--- src/rtl/irq_arbiter.sv ---
module irq_arbiter #(
  parameter int NSRC = 8,
  parameter int VEC_W = 16,
  parameter logic [VEC_W-1:0] VEC_BASE = 16'h0100,
  localparam int IDX_W = $clog2(NSRC + 1)
) (
  input  logic             clk,
  input  logic             rst_n,
  input  logic [NSRC-1:0]  src_cond,
  input  logic             nmi_in,
  input  logic             insn_done,
  input  logic             reg_we,
  input  logic [1:0]       reg_sel,
  input  logic [NSRC-1:0]  reg_wdata,
  output logic [NSRC-1:0]  reg_rdata,
  output logic             mask_i,
  output logic             mask_ui,
  output logic             acc_pulse,
  output logic [IDX_W-1:0] acc_src,
  output logic [VEC_W-1:0] acc_vec
);

  logic [NSRC-1:0] en_r, lvl_r, elig;
  logic nmi_d, nmi_pend, found, take;
  logic [IDX_W-1:0] pick, win;

  wire [NSRC-1:0] req = src_cond & en_r;
  wire [NSRC-1:0] hi  = req & lvl_r;
  wire nmi_rise = nmi_in & ~nmi_d;

  always_comb begin
    if (!mask_i)       elig = (|hi) ? hi : req;
    else if (!mask_ui) elig = hi;
    else               elig = '0;
  end

  always_comb begin
    found = 1'b0;
    pick  = '0;
    for (int i = NSRC - 1; i >= 0; i--) begin
      if (elig[i]) begin
        found = 1'b1;
        pick  = IDX_W'(i + 1);
      end
    end
  end

  assign take = insn_done & (nmi_pend | found);
  assign win  = nmi_pend ? '0 : pick;

  always_comb begin
    case (reg_sel)
      2'd0:    reg_rdata = en_r;
      2'd1:    reg_rdata = lvl_r;
      2'd2:    reg_rdata = {{(NSRC-2){1'b0}}, mask_ui, mask_i};
      default: reg_rdata = '0;
    endcase
  end

  always_ff @(posedge clk or negedge rst_n) begin
    if (!rst_n) begin
      en_r      <= '0;
      lvl_r     <= '0;
      mask_i    <= 1'b1;
      mask_ui   <= 1'b1;
      nmi_d     <= 1'b0;
      nmi_pend  <= 1'b0;
      acc_pulse <= 1'b0;
      acc_src   <= '0;
      acc_vec   <= VEC_BASE;
    end else begin
      nmi_d <= nmi_in;
      if (nmi_rise)              nmi_pend <= 1'b1;
      else if (take && nmi_pend) nmi_pend <= 1'b0;
      if (reg_we && reg_sel == 2'd0) en_r  <= reg_wdata;
      if (reg_we && reg_sel == 2'd1) lvl_r <= reg_wdata;
      if (take) begin
        mask_i  <= 1'b1;
        mask_ui <= 1'b1;
      end else if (reg_we && reg_sel == 2'd2) begin
        mask_i  <= reg_wdata[0];
        mask_ui <= reg_wdata[1];
      end
      acc_pulse <= take;
      if (take) begin
        acc_src <= win;
        acc_vec <= VEC_BASE + (VEC_W'(win) << 2);
      end
    end
  end

  wire [NSRC:0] req_ext = {req, 1'b0};
  wire [NSRC:0] hi_ext  = {hi, 1'b0};
  wire [NSRC:0] src_sel = {{NSRC{1'b0}}, 1'b1} << acc_src;

  AST_PULSE_AT_BOUNDARY: assert property (@(posedge clk) disable iff (!rst_n)
    acc_pulse |-> $past(insn_done));
  AST_MASKS_SET_ON_ACCEPT: assert property (@(posedge clk) disable iff (!rst_n)
    acc_pulse |-> (mask_i && mask_ui));
  AST_FULL_MASK_NMI_ONLY: assert property (@(posedge clk) disable iff (!rst_n)
    (acc_pulse && $past(mask_i && mask_ui)) |-> (acc_src == '0));
  AST_PARTIAL_MASK_LEVEL1: assert property (@(posedge clk) disable iff (!rst_n)
    (acc_pulse && acc_src != '0 && $past(mask_i)) |-> (|($past(hi_ext) & src_sel)));
  AST_WINNER_WAS_ENABLED: assert property (@(posedge clk) disable iff (!rst_n)
    (acc_pulse && acc_src != '0) |-> (|($past(req_ext) & src_sel)));

endmodule

--- config.mk ---
export PLATFORM = sky130hd
export DESIGN_NAME = irq_arbiter
export DESIGN_NICKNAME = d
export VERILOG_FILES = /design/src/rtl/irq_arbiter.sv
export SDC_FILE = /design/constraint.sdc
export NUM_CORES = 1
export LEC_CHECK = 0
export BUFFER_PORTS_ARGS = -buffer_cell sky130_fd_sc_hd__buf_2
export CAP_MARGIN = 25
export CORE_AREA = 2 2 49 84
export CTS_CLUSTER_DIAMETER = 100
export DETAILED_ROUTE_END_ITERATION = 6
export DIE_AREA = 0 0 51 86
export HOLD_SLACK_MARGIN = 0.06
export PLACE_DENSITY_LB_ADDON = 0.05
export SLEW_MARGIN = 20
export SYNTH_ARGS = -nofsm -noshare
export SYNTH_HDL_FRONTEND = slang
export SYNTH_SLANG_ARGS = --single-unit
--- constraint.sdc ---
create_clock -name clk -period 2.8 [get_ports clk]
set_input_delay 0.42 -clock clk [delete_from_list [all_inputs] [get_ports clk]]
set_output_delay 0.42 -clock clk [all_outputs]
set_load 0.005 [all_outputs]
==> metrics.yaml <==
status: "complete, no violations"
cts_sinks: 25
synth-seq-cells: 25
start_kind: "flop"
hp-class: "input port to asynchronous set/reset pin"
grt_pass1_vias: 1324
seqPwrFrac_pct: 45.5
final_hold_viol_count: 0
cts_buffers: 3
dieWidth_um: 51
power_switching_mw: 0.438
drc: 0
period_needed_ns: 2.29
whs_ns: 0.131
vias_per_cell: 5.33
antenna_found_initial: 0
vias: 1295
die_y_um: 86
ir_worst_vdd_mv: 0.325
worstMarginPinSlew_ns: 0.713
switching_share_pct: 36.0
cp-end-kind: "flop"
crit_chain: "or2b_1 -> a21oi_1 -> or2_2 -> o32ai_2 -> nand2b_2 -> o31ai_4 -> inv_2 -> mux2_4"
rsz0062_at_grt: "no"
fill_cells: 364
setup_viol: 0
worst_slack_ns: 0.507
wire_per_inst_um: 15.2
cts-root-buf: "clkbuf_8"
dieArea_mm2: 0.00439
area.growth.synth_to_final_pct: 12.6
wl_met3_um: 143
combPwrFrac_pct: 36.6
cts_resized: 0
crit_slowest_cell: "dfstp_2"
synth_cell_types: 41
multi_input_area_um2: 856
rows: 29
drtPass1Iterations: 4
highest_layer: "met4"
fmax_mhz: 436
antenna_cells: 0
synthCells: 162
grt_max_degree: 26
clock_path_buffers: 2
layout_common_cells: "buf_2, dfrtp_1, mux2_2"
routabilityCongestion: 0.839
cts_setup_buffers: 0
pre_cts_ws_ns: 0.507
start_util_pct: 43.8
drive_gt1_share_pct: 38.1
portBuffers: 41
post-route-util_pct: 49.3
coreArea_mm2: 0.00366
power.density_mw_per_mm2: 674
hpwl_mm: 2.95
maxSlewHeadroom_pct: 52.2
antenna_left: 0
wl_met1_mm: 1.31
finalMaxSlewViolations: 0
cp_top_family: "flip-flops"
cp_max_fo: 11
intPower_mw: 0.780
seqCellArea_um2: 628
nets: 221
cap_violations: 0
clock_latency_ns: 0.27
critPathMaxStageDelay_ns: 0.64
groute.usage.overall_pct: 18.3
drt_iter0_drc: 12
synth_warnings: 0
critical_path_arrival_ns: 2.46
cts_hold_buf: 0
grt_pass1_wl_mm: 6.11
cts.reportedPaths.clkPinSlew_ns: 0.09
clkPwrFrac_pct: 17.9
final_common_cell: "buf_2"
worst-path-buf-inv: 1
period_share_pct: 81.9
h-tree-depth: 1
grt.overflow.total: 0
ys_seq_area_share_pct: 39.2
synth_area_per_cell_um2: 9.90
clock_skew_ns: 0.00544
mappedNetlistArea_mm2: 0.00160
wl_met2_mm: 2.08
crit_type: "flop to flop"
fin_setup_tns_ns: 0
drt-total-wl_mm: 3.69
required_ns: 2.97
cts_tree: "yes"
io_pins: 54
power_leakage_nw: 0.856
## Yosys cell counts (all sizes together)
master   count  area, um2
a31oi        2       12.5
o21a         1       7.51
dfstp        2       52.6
o32ai        2       32.5
buf         19        139
o311ai       1       8.76
or2b         2       15.0
a22oi        1       7.51
mux2        18        210
o31ai        3       36.3
or2          3       18.8
o2111a       1       11.3
a21oi       10       50.1
o211ai       1       7.51
dfrtp       23        576
nand3       12       60.1
o2bb2ai      1       8.76
o21ai        7       35.0
nor4         2       12.5
nor3b        1       12.5
nand2       14       52.6
nand4        2       25.0
clkbuf       1       3.75
o21bai       1       7.51
and2b        1       7.51
conb         2       7.51
o22ai        1       6.26
nor2         9       36.3
nor2b        1       6.26
inv          4       15.0
a21boi       1       7.51
mux2i        8       80.1
nand3b       1       7.51
nand2b       4       27.5
## cell type report
class                      count  share of cell area, %
inverter                       4                  0.831
sequential                    25                   34.8
tap                           46                   3.19
clock buffer                   4                   2.49
multi-input combinational    123                   47.4
timing repair buffer          41                   11.4
## through the flow
stage	instance area, um2	power, mW	cells
after floorplan	1640	0.891	172
after global placement	1760	0.999	239
after global routing	1810	1.32	243
after detailed placement	1760	1.01	239
after CTS	1810	1.24	243
final	1810	1.22	243
## final timing paths
check | from | end | slack, ns | cells past startpoint
worst max-delay path | mask_ui | acc_src[2] | 0.51 | 8
worst min-delay path | rst_n | acc_pulse | 0.13 | 1
worst max register to register | mask_ui | acc_src[2] | 0.51 | 8
worst min register to register | nmi_d | nmi_pend | 0.43 | 1
max in group asynchronous | rst_n | mask_ui | 2.29 | 1
min in group clk | nmi_in | nmi_d | 0.26 | 1
## kinds of logic (layout without fill, tap and decap cells)
logic type | Yosys count | count (layout) | synth area share (%)
simple gates | 52 | 52 | 17.6
compound gates | 33 | 33 | 14.9
buf+inv | 24 | 49 | 9.83
other cells | 2 | 12 | 0.468
mux | 26 | 26 | 18.1
flops | 25 | 25 | 39.2
## flip-flops by register name, indices dropped and copies added (netlist names)
signal / flops
en_r: 8
lvl_r: 8
acc_src: 4
acc_pulse: 1
mask_i: 1
mask_ui: 1
nmi_d: 1
nmi_pend: 1
## worst reg2reg max path, stage by stage (launching register included)
cell	delay, ns
dfstp_2	0.64
or2b_1	0.13
a21oi_1	0.07
or2_2	0.32
o32ai_2	0.18
nand2b_2	0.14
o31ai_4	0.31
inv_2	0.10
mux2_4	0.30
## power by group through the flow
stage                     registers (mW)  clock network, mW  logic, mW
final                              0.554              0.218      0.445
after global routing               0.572              0.241      0.505
after CTS                          0.556              0.228      0.451
after detailed placement           0.563                  0      0.450
after global placement             0.559                  0      0.441
after floorplan                    0.521                  0      0.370
## metal layers
metal  vias to the layer above  GRT usage, %
li1                        618             -
met1                       620          19.5
met2                        45          34.2
met3                        12          1.57
met4                         0          9.83
met5                         -             0
(Power assumes the default switching activity.)
